`config.mk`:
```
export PLATFORM = sky130hd
export DESIGN_NAME = baud_tick_gen
export DESIGN_NICKNAME = d
export VERILOG_FILES = /design/src/rtl/baud_tick_pkg.sv /design/src/rtl/tick_div.sv /design/src/rtl/frac_prescaler.sv /design/src/rtl/baud_tick_gen.sv
export SDC_FILE = /design/constraint.sdc
export NUM_CORES = 1
export LEC_CHECK = 0
export BUFFER_PORTS_ARGS = -buffer_cell sky130_fd_sc_hd__buf_2
export CORE_ASPECT_RATIO = 1.4
export CORE_MARGIN = 8
export CORE_UTILIZATION = 30
export DETAILED_ROUTE_END_ITERATION = 6
export GPL_TIMING_DRIVEN = 1
export SYNTH_ARGS = -nofsm -noshare
export SYNTH_HDL_FRONTEND = slang
export SYNTH_SLANG_ARGS = --single-unit
```
`constraint.sdc`:
```
create_clock -name clk -period 2.2 [get_ports clk]
set_clock_uncertainty 0.15 [all_clocks]
set_input_delay 0.44 -clock clk [delete_from_list [all_inputs] [get_ports clk]]
set_output_delay 0.44 -clock clk [all_outputs]
set_load 0.01 [all_outputs]
```
`src/rtl/baud_tick_pkg.sv`:
```
package baud_tick_pkg;

    localparam int REF_FIELD_W = 3;
    localparam int S1_FIELD_W  = 3;
    localparam int S2_FIELD_W  = 2;
    localparam int POST_W      = 4;
    localparam int S2_CNT_W    = (1 << S2_FIELD_W) - 1;

    typedef enum logic [1:0] {
        PRE_2P5 = 2'd0,
        PRE_3   = 2'd1,
        PRE_4   = 2'd2
    } pre_mode_e;

    typedef struct packed {
        pre_mode_e         pre;
        logic [POST_W-1:0] post_last;
    } stage1_set_t;

    // Split a first-stage code into prescaler mode and postscaler terminal count.
    function automatic stage1_set_t decode_stage1(input logic [S1_FIELD_W-1:0] code);
        stage1_set_t s;
        case (code)
            3'd0:    begin s.pre = PRE_2P5; s.post_last = 4'd0;  end
            3'd1:    begin s.pre = PRE_3;   s.post_last = 4'd0;  end
            3'd2:    begin s.pre = PRE_4;   s.post_last = 4'd0;  end
            3'd3:    begin s.pre = PRE_2P5; s.post_last = 4'd2;  end
            3'd4:    begin s.pre = PRE_2P5; s.post_last = 4'd4;  end
            3'd5:    begin s.pre = PRE_2P5; s.post_last = 4'd15; end
            3'd6:    begin s.pre = PRE_3;   s.post_last = 4'd15; end
            default: begin s.pre = PRE_4;   s.post_last = 4'd15; end
        endcase
        return s;
    endfunction

    // Reference terminal count: field value, with 0 treated as divide-by-2.
    function automatic logic [REF_FIELD_W-1:0] ref_last(input logic [REF_FIELD_W-1:0] code);
        return (code == '0) ? REF_FIELD_W'(1) : code;
    endfunction

    // Second-stage terminal count: 2**code - 1.
    function automatic logic [S2_CNT_W-1:0] stage2_last(input logic [S2_FIELD_W-1:0] code);
        logic [S2_CNT_W:0] one_hot;
        one_hot = (S2_CNT_W+1)'(1) << code;
        return S2_CNT_W'(one_hot - 1'b1);
    endfunction

endpackage

```
`src/rtl/tick_div.sv`:
```
module tick_div #(
    parameter int W = 3
) (
    input  logic         clk,
    input  logic         rst_n,
    input  logic         clr,
    input  logic         en,
    input  logic [W-1:0] last,
    output logic         tick
);

    logic [W-1:0] cnt;
    logic         at_end;

    assign at_end = (cnt == last);

    always_ff @(posedge clk or negedge rst_n) begin
        if (!rst_n) begin
            cnt <= '0;
        end else if (clr) begin
            cnt <= '0;
        end else if (en) begin
            cnt <= at_end ? '0 : cnt + W'(1);
        end
    end

    assign tick = en && !clr && at_end;

endmodule

```
`src/rtl/frac_prescaler.sv`:
```
module frac_prescaler
    import baud_tick_pkg::*;
(
    input  logic      clk,
    input  logic      rst_n,
    input  logic      clr,
    input  logic      en,
    input  pre_mode_e mode,
    output logic      pulse
);

    typedef enum logic [2:0] {
        PH_A = 3'd0,
        PH_B = 3'd1,
        PH_C = 3'd2,
        PH_D = 3'd3,
        PH_E = 3'd4
    } ph_e;

    ph_e state, nxt;
    logic pulse_c;

    // State register
    always_ff @(posedge clk or negedge rst_n) begin
        if (!rst_n) begin
            state <= PH_A;
        end else begin
            state <= nxt;
        end
    end

    // Transition and output decode
    always_comb begin
        nxt     = state;
        pulse_c = 1'b0;
        if (clr) begin
            nxt = PH_A;
        end else if (en) begin
            unique case (state)
                PH_A: nxt = PH_B;
                PH_B: begin
                    nxt     = PH_C;
                    pulse_c = (mode == PRE_2P5);
                end
                PH_C: begin
                    if (mode == PRE_3) begin
                        nxt     = PH_A;
                        pulse_c = 1'b1;
                    end else begin
                        nxt = PH_D;
                    end
                end
                PH_D: begin
                    if (mode == PRE_4) begin
                        nxt     = PH_A;
                        pulse_c = 1'b1;
                    end else begin
                        nxt = PH_E;
                    end
                end
                PH_E: begin
                    nxt     = PH_A;
                    pulse_c = 1'b1;
                end
                default: nxt = PH_A;
            endcase
        end
    end

    assign pulse = pulse_c;

endmodule

```
`src/rtl/baud_tick_gen.sv`:
```
module baud_tick_gen
    import baud_tick_pkg::*;
#(
    parameter logic [REF_FIELD_W-1:0] DEF_REF  = 3'd2,
    parameter logic [S1_FIELD_W-1:0]  DEF_S1   = 3'd4,
    parameter logic [S2_FIELD_W-1:0]  DEF_S2   = 2'd0,
    parameter int                     BAUD_DIV = 8
) (
    input  logic                   clk,
    input  logic                   rst_n,
    input  logic                   reload,
    input  logic [REF_FIELD_W-1:0] ref_div_cfg,
    input  logic [S1_FIELD_W-1:0]  stage1_cfg,
    input  logic [S2_FIELD_W-1:0]  stage2_cfg,
    output logic                   ref_tick,
    output logic                   modem_tick,
    output logic                   baud_tick,
    output logic                   config_error
);

    localparam int BAUD_W = (BAUD_DIV > 1) ? $clog2(BAUD_DIV) : 1;

    logic [REF_FIELD_W-1:0] ref_q;
    logic [S1_FIELD_W-1:0]  s1_q;
    logic [S2_FIELD_W-1:0]  s2_q;
    logic                   err_q;

    stage1_set_t            s1_set;
    logic [S2_CNT_W-1:0]    s2_last;
    logic                   ref_p, pre_p, s1_p, mod_p, baud_p;

    // Configuration capture and sticky error
    always_ff @(posedge clk or negedge rst_n) begin
        if (!rst_n) begin
            ref_q <= DEF_REF;
            s1_q  <= DEF_S1;
            s2_q  <= DEF_S2;
            err_q <= 1'b0;
        end else if (reload) begin
            ref_q <= ref_div_cfg;
            s1_q  <= stage1_cfg;
            s2_q  <= stage2_cfg;
            if (ref_div_cfg == '0) begin
                err_q <= 1'b1;
            end
        end
    end

    assign s1_set  = decode_stage1(s1_q);
    assign s2_last = stage2_last(s2_q);

    tick_div #(.W(REF_FIELD_W)) u_ref (
        .clk(clk), .rst_n(rst_n), .clr(reload), .en(1'b1),
        .last(ref_last(ref_q)), .tick(ref_p)
    );

    frac_prescaler u_pre (
        .clk(clk), .rst_n(rst_n), .clr(reload), .en(ref_p),
        .mode(s1_set.pre), .pulse(pre_p)
    );

    tick_div #(.W(POST_W)) u_post (
        .clk(clk), .rst_n(rst_n), .clr(reload), .en(pre_p),
        .last(s1_set.post_last), .tick(s1_p)
    );

    tick_div #(.W(S2_CNT_W)) u_s2 (
        .clk(clk), .rst_n(rst_n), .clr(reload), .en(s1_p),
        .last(s2_last), .tick(mod_p)
    );

    tick_div #(.W(BAUD_W)) u_baud (
        .clk(clk), .rst_n(rst_n), .clr(reload), .en(mod_p),
        .last(BAUD_W'(BAUD_DIV - 1)), .tick(baud_p)
    );

    // Outputs
    always_comb begin
        ref_tick     = ref_p;
        modem_tick   = mod_p;
        baud_tick    = baud_p;
        config_error = err_q;
    end

endmodule

```
# ---- After elaboration in Yosys (flattened, before gate mapping)
# Index checks and enable logic that the tools add are counted.
dict set report totals {
  ff_bits 25
  input_bits 11
  output_inout_bits 4
}
dict set report classes {
  n_addsub 5
  eq_ne 16
  shift 1
  n_mux 23
  reduce_logical 18
}
# op n
set ops {}
lappend ops {{case mux 6 bit (7 select lines)} 1}
lappend ops {{2-to-1 mux 3 bit} 12}
lappend ops {{== test 3 bit (second input constant)} 5}
lappend ops {{== test 3 x 2 -> 1 bit (second input constant)} 4}
lappend ops {{zero test 3 bit} 4}
lappend ops {{2-to-1 mux 4 bit} 3}
lappend ops {{case mux 3 bit (4 select lines)} 1}
lappend ops {{adder 3 x 1 -> 3 bit (second input constant)} 3}
lappend ops {{nonzero test 2 bit} 4}
lappend ops {{logical AND 1 bit} 7}
lappend ops {{== test 3 x 1 -> 1 bit (second input constant)} 2}
lappend ops {{== test 3 bit} 2}
lappend ops {{adder 4 x 1 -> 4 bit (second input constant)} 1}
lappend ops {{== test 4 bit} 1}
lappend ops {{2-to-1 mux 1 bit} 4}
lappend ops {{case mux 1 bit (4 select lines)} 1}
lappend ops {{<< shifter 1 x 2 -> 3 bit (first input constant)} 1}
lappend ops {{subtractor 3 x 1 -> 3 bit (second input constant)} 1}
lappend ops {{== test 2 x 1 -> 1 bit (second input constant)} 1}
lappend ops {{== test 2 bit (second input constant)} 1}
lappend ops {{zero test 2 bit} 1}
lappend ops {{2-to-1 mux 2 bit} 1}
lappend ops {{AND reduction 2 bit} 1}
lappend ops {{zero test 1 bit} 1}

# ---- Depth between registers and ports, before layout
# Gate-level depths: netlist (run 1).
dict set report logic_depth {
  depth_word 13
  ltp_mapped 7
  depth_no_buf 6
}

# ---- Hierarchy
# A second synthesis (run 1) with hierarchy kept.
dict set report unflattened {
  cells_unflattened 148
  hier_area_um2 1576.5
}
# mod instances cells_each area_per_inst_um2 seq_area_each_um2
set by_module_without_submodules {}
lappend by_module_without_submodules {baud_tick_gen 1 34 445.4 227.7}
lappend by_module_without_submodules {{tick_div at u_baud ...} 2 21 214.0 75.1}
lappend by_module_without_submodules {{tick_div at u_post} 1 28 281.5 100.1}
lappend by_module_without_submodules {{tick_div at u_ref} 1 21 217.7 75.1}
lappend by_module_without_submodules {frac_prescaler 1 23 203.9 75.1}

# ---- Worst setup path after synthesis (run 1)
# Ideal clock, no wire load.
dict set report synth_path {
  kind {reg-to-output}
  from {register s1_q[2]}
  to {output baud_tick}
  arrival_ps 1608
  required_time_ps 1610
  path_slack_ps 2
  path_stages_with_launch 8
  n_path_buf 1
  path_cell_list {dfstp_2 buf_2 nand2b_4 xor2_1 a22oi_1 a21oi_4 nand3_2 nor2_1}
}
dict set report synth_between {
  elab_chain_cells 13
  word_cells_on_any_way 23
  cone_classes {eq/ne: 9; mux: 6; reduce/logical: 8}
}
# element line_no
set synth_rtl {}
lappend synth_rtl {{start: declaration} baud_tick_gen.sv:24} ;# logic [S1_FIELD_W-1:0] s1_q;
lappend synth_rtl {{start signal: assignment} baud_tick_gen.sv:41} ;# s1_q <= stage1_cfg;
lappend synth_rtl {{== test 3 bit (tied with other cells)} baud_tick_pkg.sv:23} ;# case (code)
lappend synth_rtl {{case mux 6 bit (7 select lines) *} baud_tick_pkg.sv:23}
lappend synth_rtl {{== test 2 bit / == test 2 x 1 -> 1 bit (equally long branches)} {frac_prescaler.sv:54, frac_prescaler.sv:46}}
lappend synth_rtl {{2-to-1 mux 1 bit (on tied branches)} {frac_prescaler.sv:54, frac_prescaler.sv:46}}
lappend synth_rtl {{case mux 1 bit (4 select lines)} frac_prescaler.sv:39} ;# unique case (state)
lappend synth_rtl {{2-to-1 mux 1 bit} frac_prescaler.sv:38} ;# end else if (en) begin
lappend synth_rtl {{2-to-1 mux 1 bit} frac_prescaler.sv:36} ;# if (clr) begin
lappend synth_rtl {{logical AND 1 bit} tick_div.sv:27} ;# assign tick = en && !clr && at_end;
lappend synth_rtl {{logical AND 1 bit * (5 in a row)} tick_div.sv:27}
lappend synth_rtl {{end: declaration} baud_tick_gen.sv:17} ;# output logic baud_tick,
# Every way passes the cells marked *; elsewhere a longest branch is shown, timed or not.

# ---- Final worst setup path (run 1)
dict set report layout_path {
  from {register s1_q[1]}
  to {output baud_tick}
}
# The elaborated chain is that of the path after synthesis.

==> metrics.txt, run 1 <==
# TYPE chip_impl_metric gauge
chip_impl_metric{name="critical_path_peak_fanout",unit=""} 5
chip_impl_info{name="ys.flop_type",value="sky130_fd_sc_hd__dfrtp_1"} 1
chip_impl_info{name="crit_path_cell_trace",value="maj3_2 > nor3_2 > nor2_1 > a21oi_4 > nand3_2 > nor2_1 > buf_2"} 1
chip_impl_metric{name="overall_die_width",unit="µm"} 76.4
chip_impl_metric{name="site_row_count",unit=""} 31
chip_impl_metric{name="drc_errors",unit=""} 0
chip_impl_metric{name="routed_length_per_placed_instance",unit="µm"} 13.5
chip_impl_metric{name="num_antenna_cells",unit=""} 0
chip_impl_metric{name="clk_transition_reported_paths",unit="ns"} 0.09
chip_impl_metric{name="synthesis.instances",unit=""} 143
chip_impl_metric{name="power.switching",unit="W"} 0.000285
chip_impl_info{name="timing.critical_path.to_type",value="output port"} 1
chip_impl_metric{name="max_cap_viol_count",unit=""} 0
chip_impl_info{name="rsz_0062_raised_after_global_routing",value="true"} 1
chip_impl_metric{name="grt_antenna_before_repair",unit=""} 0
chip_impl_info{name="min_path_type",value="in2async"} 1
chip_impl_metric{name="via_count",unit=""} 1181
chip_impl_info{name="crit_path_frequent_cell",value="sky130_fd_sc_hd__nor2_1"} 1
chip_impl_metric{name="io_pins",unit=""} 15
chip_impl_info{name="post_synth_main_area_contributors",value="sky130_fd_sc_hd__dfrtp_1 38%, sky130_fd_sc_hd__mux2_2 8.1%, sky130_fd_sc_hd__ha_1 4.1%"} 1
chip_impl_metric{name="synth-edff-count",unit=""} 0
chip_impl_metric{name="setup_viol",unit=""} 3
chip_impl_metric{name="pwr-share-seq",unit="%"} 51.8
chip_impl_metric{name="static-leakage-power",unit="nW"} 0.828
chip_impl_metric{name="routed_wirelength",unit="µm"} 3220
chip_impl_metric{name="timing.critical_path.buf_inv",unit=""} 1
chip_impl_info{name="cp-start-kind",value="flop"} 1
chip_impl_metric{name="p_sw_share",unit="%"} 28.1
chip_impl_metric{name="final_cell_area",unit="µm²"} 1880
chip_impl_metric{name="sequential_cell_area_fraction_in_the_yosys_report",unit="%"} 41.0
chip_impl_info{name="violations_in_the_final_reports",value="negative hold slack, negative setup slack"} 1
chip_impl_metric{name="period_minus_slack",unit="ns"} 2.41
chip_impl_metric{name="effective_utilization_at_floorplan",unit="%"} 30.4
chip_impl_info{name="crit_slowest_cell",value="sky130_fd_sc_hd__dfrtp_2"} 1
chip_impl_metric{name="area_of_the_die",unit="µm²"} 7680
chip_impl_info{name="critical_path_class",value="reg2out"} 1
chip_impl_metric{name="syn_to_final_growth",unit="%"} 22.8
chip_impl_metric{name="vias_in_the_first_global_route",unit=""} 1228
chip_impl_metric{name="postSynthNetCount",unit=""} 159
chip_impl_metric{name="global_route.overflow_total",unit=""} 0
chip_impl_metric{name="vias_per_cell",unit=""} 4.96
chip_impl_metric{name="synth_async_sr_flop_share",unit="%"} 100
chip_impl_metric{name="ir_drop",unit="mV"} 0.403
chip_impl_metric{name="yosys_register_bits",unit=""} 25
chip_impl_metric{name="layout.cells.non_filler",unit=""} 238
chip_impl_metric{name="iteration_count_of_the_initial_detailed_routing_pass",unit=""} 4
chip_impl_metric{name="layout_worst_path_cycle_share",unit="%"} 109
chip_impl_metric{name="core_area",unit="µm²"} 5040
chip_impl_metric{name="cts_max_level",unit=""} 1
chip_impl_metric{name="achievable-frequency",unit="GHz"} 0.415
chip_impl_metric{name="final_nets",unit=""} 189
chip_impl_metric{name="placement.cell_area",unit="µm²"} 1730
chip_impl_metric{name="clockPowerShare",unit="%"} 26.9
chip_impl_metric{name="r2r_setup_slack",unit="ns"} 0.06
chip_impl_metric{name="antenna_left",unit=""} 0
chip_impl_metric{name="tritoncts_num_sinks",unit=""} 25
chip_impl_metric{name="pwr_density_cell",unit="nW/µm²"} 540
chip_impl_metric{name="worst_ep_required_time",unit="ns"} 1.61
chip_impl_info{name="crit_path_max_delay_family",value="simple AND/OR/NAND/NOR gates"} 1
chip_impl_metric{name="crit_path_max_incr_delay",unit="ns"} 0.46
chip_impl_metric{name="report.final.slew_viol_count",unit=""} 0
chip_impl_metric{name="fin_worst_hold_slack",unit="ns"} -0.00108
chip_impl_metric{name="drt_iter0_markers",unit=""} 17
chip_impl_metric{name="clk_latency",unit="ns"} 0.26
chip_impl_metric{name="power",unit="W"} 0.00101
chip_impl_metric{name="synth.top_cell.area_share",unit="%"} 37.6
chip_impl_metric{name="filler_cell_count",unit=""} 535
chip_impl_metric{name="wire_length_of_the_first_global_routing_pass",unit="µm"} 5440
chip_impl_metric{name="synth_area_per_cell",unit="µm²"} 10.7
chip_impl_metric{name="ctsLongestPathBuffers",unit=""} 2
chip_impl_info{name="tritoncts",value="yes"} 1
chip_impl_metric{name="pwr-share-comb",unit="%"} 21.3
chip_impl_info{name="cts.root.buffer_cell",value="sky130_fd_sc_hd__clkbuf_8"} 1
chip_impl_info{name="status",value="complete, but fails checks"} 1
chip_impl_metric{name="pin_count_of_the_biggest_net_entering_global_routing",unit=""} 26
chip_impl_metric{name="arrival",unit="ns"} 1.82
chip_impl_metric{name="max_slew_margin",unit="%"} 63.2
chip_impl_metric{name="timing.final.ws_setup",unit="ns"} -0.207
chip_impl_metric{name="post_synth_num_cell_types",unit=""} 54
chip_impl_metric{name="groute.usage.overall",unit="%"} 8.42
chip_impl_metric{name="numPortBuffers",unit=""} 14
chip_impl_info{name="netlist.top_cell.by_area",value="sky130_fd_sc_hd__dfrtp_1"} 1
chip_impl_metric{name="place.detailed.instances",unit=""} 228
chip_impl_metric{name="cts_made_buffers",unit=""} 3
chip_impl_metric{name="power_report.internal_total",unit="W"} 0.000730
chip_impl_metric{name="netlist_area",unit="µm²"} 1530
chip_impl_metric{name="tightestPinTransition",unit="ns"} 0.551
chip_impl_metric{name="die_h",unit="µm"} 101
chip_impl_metric{name="hold_viol_final",unit=""} 2
chip_impl_metric{name="yosysWarningCount",unit=""} 0
chip_impl_metric{name="globalplace.congestion",unit=""} 0.809
chip_impl_metric{name="post_detail_place_hpwl",unit="µm"} 2330
chip_impl_metric{name="final_layout_size_suffix_gt1_share",unit="%"} 42.4
## layer usage
metal  routed length [µm]  vias up  part of all wire, %  track usage, %
met3                   99        8                  3.1            1.61
met2                 1710       23                   53            15.3
met5                    0        -                    0               0
met4                   66        0                  2.1            4.16
li1                     -      580                    -               -
met1                 1350      570                   42            9.06
## kinds of logic after synthesis
family / count (synthesis) / synth area share (%)
simple gates: 50 / 20.6
compound gates: 25 / 13.5
flops: 25 / 41.0
mux: 15 / 10.7
buf+inv: 14 / 4.82
xor+xnor: 8 / 4.58
fa+ha+maj: 6 / 4.82
## final cells by class
class	count	area, µm²	share of cell area, %
Timing Repair Buffer	32	225	12.0
Multi-Input combinational cell	104	870	46.2
Tap cell	66	82.6	4.39
Sequential cell	25	632	33.6
Clock buffer	4	45.0	2.40
Inverter	7	26.3	1.40
## cell usage in the layout, fill, tap and decap left out, drive strengths merged, types with 2 or more instances in the layout
cell type  Yosys  routed
a21oi          4       4
a31oi          2       2
and2           2       2
and3           5       5
and4           2       2
and4bb         2       2
buf            5      32
clkbuf         2       4
dfrtp         23      23
dfstp          2       2
ha             5       5
inv            7       7
mux2          11      11
mux2i          4       4
nand2          8       8
nand2b         2       2
nand3          4       4
nor2           8       8
nor2b          4       4
nor3           6       6
nor4           3       3
o21ai          4       4
xnor2          5       5
xor2           3       3
## power by group through the flow
stage / Combinational [W] / Sequential (W) / Clock, W
6_report: 0.000216 / 0.000525 / 0.000273
5_1_grt: 0.000238 / 0.000531 / 0.000301
4_1_cts: 0.000208 / 0.000523 / 0.000276
3_5_place_dp: 0.000186 / 0.000533 / 0
3_3_place_gp: 0.000185 / 0.000532 / 0
2_1_floorplan: 0.000145 / 0.000515 / 0
## per-stage QoR
step | hold slack [ns] | TNS, ns | utilization [%] | setup slack [ns]
global route | 0.0498 | -0.856 | 37.3 | -0.353
CTS | 0.0236 | -0.503 | 36.4 | -0.192
floorplan | -0.00559 | 0 | - | 0.00245
finish | -0.00108 | -0.529 | 37.3 | -0.207
detailed placement | 0.297 | 0 | 34.2 | 0.0401
global placement | 0.297 | 0 | 34.2 | 0.0594
## path summary, 6_finish.rpt
kind | start | endpoint | depth (start not counted)
min in group clk | ref_div_cfg[2] | config_error | 2
hold reg to reg | config_error | config_error | 2
setup reg to reg | ref_q[1] | u_post.cnt[2] | 8
max in group asynchronous | rst_n | u_pre.state[0] | 1
setup / recovery | s1_q[1] | baud_tick | 7
hold / removal | rst_n | u_s2.cnt[0] | 1
## worst reg2reg max path, stage by stage (launching register included)
cell	delay [ns]
sky130_fd_sc_hd__dfstp_2	0.55
sky130_fd_sc_hd__and4bb_2	0.22
sky130_fd_sc_hd__a31oi_1	0.16
sky130_fd_sc_hd__o21ai_1	0.11
sky130_fd_sc_hd__buf_4	0.16
sky130_fd_sc_hd__and2_4	0.16
sky130_fd_sc_hd__buf_6	0.11
sky130_fd_sc_hd__and3_4	0.14
sky130_fd_sc_hd__a221o_1	0.28
## synth_stat cells, drive strengths merged, types with 3 or more instances
library cell  instances
mux2i                 4
xor2                  3
nor3                  6
nor4                  3
ha                    5
buf                   5
nand2                 8
nor2                  8
dfrtp                23
and3                  5
xnor2                 5
o21ai                 4
nor2b                 4
inv                   7
a21oi                 4
nand3                 4
mux2                 11
## repair_timing
action / in CTS / in global routing
pin swaps: 3 / 1
hold buffers: 0 / 0
gates cloned: 0 / 0
gates resized for setup: 6 / 9
setup buffers: 5 / 2
setup endpoints to repair: 3 / 5
## state kept, by name, summed over array words and instances (netlist names)
register	count
config_error	1
ref_q	3
s1_q	3
s2_q	2
u_baud.cnt	3
u_post.cnt	4
u_pre.state	3
u_ref.cnt	3
u_s2.cnt	3
No activity file was read; power rests on OpenSTA's default activity.
==> run 2, diff against run 1 <==
- clock period: 2.2 -> 2.8 ns (I/O delays scaled with it)
==> metrics.txt, run 2 (same netlist as run 1, synthesis figures left out) <==
# TYPE chip_impl_metric gauge
chip_impl_metric{name="vias_per_cell",unit=""} 4.99
chip_impl_metric{name="overall_die_width",unit="µm"} 76.4
chip_impl_metric{name="iteration_count_of_the_initial_detailed_routing_pass",unit=""} 4
chip_impl_metric{name="postLayoutCoreUtil",unit="%"} 34.3
chip_impl_metric{name="groute.usage.overall",unit="%"} 7.98
chip_impl_metric{name="core_area",unit="µm²"} 5040
chip_impl_metric{name="achievable-frequency",unit="GHz"} 0.379
chip_impl_metric{name="io_pins",unit=""} 15
chip_impl_info{name="critical_path_class",value="reg2out"} 1
chip_impl_metric{name="drc_errors",unit=""} 0
chip_impl_metric{name="syn_to_final_growth",unit="%"} 12.8
chip_impl_metric{name="grt_antenna_before_repair",unit=""} 0
chip_impl_info{name="status",value="finished clean"} 1
chip_impl_info{name="cts.root.buffer_cell",value="sky130_fd_sc_hd__clkbuf_8"} 1
chip_impl_metric{name="hold_viol_final",unit=""} 0
chip_impl_metric{name="critical_path_peak_fanout",unit=""} 5
chip_impl_metric{name="pwr_density_cell",unit="nW/µm²"} 439
chip_impl_metric{name="final_tns_setup",unit="ns"} 0
chip_impl_metric{name="tritoncts_num_sinks",unit=""} 25
chip_impl_info{name="mostFrequentLayoutCells",value="21 x sky130_fd_sc_hd__dfrtp_1, 14 x sky130_fd_sc_hd__buf_2, 11 x sky130_fd_sc_hd__mux2_2, 8 x sky130_fd_sc_hd__nor2_1, 7 x sky130_fd_sc_hd__nand2_1"} 1
chip_impl_metric{name="via_count",unit=""} 1117
chip_impl_info{name="crit_slowest_cell",value="sky130_fd_sc_hd__dfrtp_1"} 1
chip_impl_metric{name="cts_max_level",unit=""} 1
chip_impl_info{name="cp-start-kind",value="flop"} 1
chip_impl_metric{name="clk_latency",unit="ns"} 0.26
chip_impl_metric{name="post_detail_place_hpwl",unit="µm"} 2160
chip_impl_info{name="rsz_0062_raised_after_global_routing",value="false"} 1
chip_impl_metric{name="static-leakage-power",unit="nW"} 0.757
chip_impl_metric{name="globalplace.congestion",unit=""} 0.743
chip_impl_info{name="layout_commonest_cell",value="sky130_fd_sc_hd__dfrtp_1"} 1
chip_impl_metric{name="die_h",unit="µm"} 101
chip_impl_metric{name="worst_ep_required_time",unit="ns"} 2.09
chip_impl_metric{name="area_of_the_die",unit="µm²"} 7680
chip_impl_metric{name="setup_viol",unit=""} 0
chip_impl_info{name="tritoncts",value="yes"} 1
chip_impl_metric{name="timing.final.ws_setup",unit="ns"} 0.159
chip_impl_metric{name="ctsLongestPathBuffers",unit=""} 2
chip_impl_metric{name="global_route.overflow_total",unit=""} 0
chip_impl_metric{name="layout_worst_path_cycle_share",unit="%"} 94.3
chip_impl_metric{name="report.final.slew_viol_count",unit=""} 0
chip_impl_metric{name="tightestPinTransition",unit="ns"} 0.568
chip_impl_metric{name="largest_register_ffs",unit=""} 4
chip_impl_metric{name="cts_made_buffers",unit=""} 3
chip_impl_metric{name="vias_in_the_first_global_route",unit=""} 1142
chip_impl_metric{name="max_cap_viol_count",unit=""} 0
chip_impl_metric{name="pin_count_of_the_biggest_net_entering_global_routing",unit=""} 26
chip_impl_info{name="timing.critical_path.to_type",value="output port"} 1
chip_impl_metric{name="routed_length_per_placed_instance",unit="µm"} 12.9
chip_impl_info{name="min_path_type",value="in2async"} 1
chip_impl_metric{name="place.detailed.instances",unit=""} 219
chip_impl_metric{name="antenna_left",unit=""} 0
chip_impl_info{name="crit_path_cell_trace",value="or2_2 > o22ai_1 > nor2_1 > a21oi_4 > nand3_4 > nor2_1 > buf_2"} 1
chip_impl_metric{name="final_nets",unit=""} 175
chip_impl_metric{name="arrival",unit="ns"} 1.93
chip_impl_metric{name="numPortBuffers",unit=""} 14
chip_impl_metric{name="clk_transition_reported_paths",unit="ns"} 0.09
chip_impl_metric{name="crit_path_max_incr_delay",unit="ns"} 0.44
chip_impl_metric{name="final_layout_size_suffix_gt1_share",unit="%"} 33.5
chip_impl_metric{name="num_antenna_cells",unit=""} 0
chip_impl_metric{name="max_slew_margin",unit="%"} 62.1
chip_impl_metric{name="effective_utilization_at_floorplan",unit="%"} 30.4
chip_impl_metric{name="layout.cells.non_filler",unit=""} 224
chip_impl_metric{name="routed_wirelength",unit="µm"} 2880
chip_impl_metric{name="dpl_worst_slack",unit="ns"} 0.371
chip_impl_metric{name="site_row_count",unit=""} 31
chip_impl_metric{name="drt_iter0_markers",unit=""} 13
chip_impl_metric{name="period_minus_slack",unit="ns"} 2.64
chip_impl_info{name="top_register",value="u_post.cnt"} 1
chip_impl_info{name="crit_path_frequent_cell",value="sky130_fd_sc_hd__nor2_1"} 1
chip_impl_metric{name="wire_length_of_the_first_global_routing_pass",unit="µm"} 5190
chip_impl_metric{name="ir_drop",unit="mV"} 0.328
[run 2: final cells by class]
class	instances	area [µm²]
clock buffers	3	41.3
clock inverters	1	5.00
fillers	538	3310
inverters	7	26.3
multi-input cells	104	842
flip-flops and latches	25	631
well taps	66	82.6
repair buffers	18	100
[run 2: per-layer routing]
metal	GRT usage [%]	vias up	part of all wire, %
li1	-	548	-
met1	8.84	554	44
met2	14.8	13	52
met3	1.52	2	2.5
met4	2.67	0	0.63
met5	0	-	0
[run 2: where the power goes]
part	leakage (nW)	switching (W)	internal, W	total (W)
Combinational	0.413	0.0000660	0.0000641	0.000130
Sequential	0.319	0.0000327	0.000384	0.000417
Clock	0.0255	0.000113	0.0000994	0.000212
[run 2: worst paths after layout]
| kind | endpoint | depth (start not counted) | slack, ns | startpoint |
|---|---|---|---|---|
| min in group clk | config_error | 2 | 0.32 | config_error |
| setup reg to reg | u_post.cnt[2] | 7 | 0.68 | ref_q[1] |
| hold / removal | u_s2.cnt[1] | 1 | 0.13 | rst_n |
| max in group asynchronous | s1_q[1] | 1 | 1.96 | rst_n |
| hold reg to reg | config_error | 2 | 0.32 | config_error |
| setup / recovery | baud_tick | 7 | 0.16 | u_post.cnt[0] |
[run 2: timing repair]
action | 4_1_cts | 5_1_grt
endpoints found under the setup margin | 0 | 2
setup buffers | 0 | 1
resized for setup | 0 | 4
hold buffers | 0 | 0
[run 2: per-stage QoR]
stage	power [W]	hold slack (ns)	instance area (µm²)
floorplan	0.000519	0.114	1530
global placement	0.000549	0.301	1660
detailed placement	0.000551	0.293	1660
CTS	0.000768	0.150	1710
global route	0.000801	0.177	1730
finish	0.000759	0.129	1730
[run 2: worst max-delay path, delay by kind of cell, from the launching register on]
| family | cells | cell delay, ns |
|---|---|---|
| flip-flops | 1 | 0.44 |
| AO/OA/AOI/OAI | 2 | 0.42 |
| AND/OR/NAND/NOR | 4 | 0.67 |
| buffers and inverters | 1 | 0.13 |
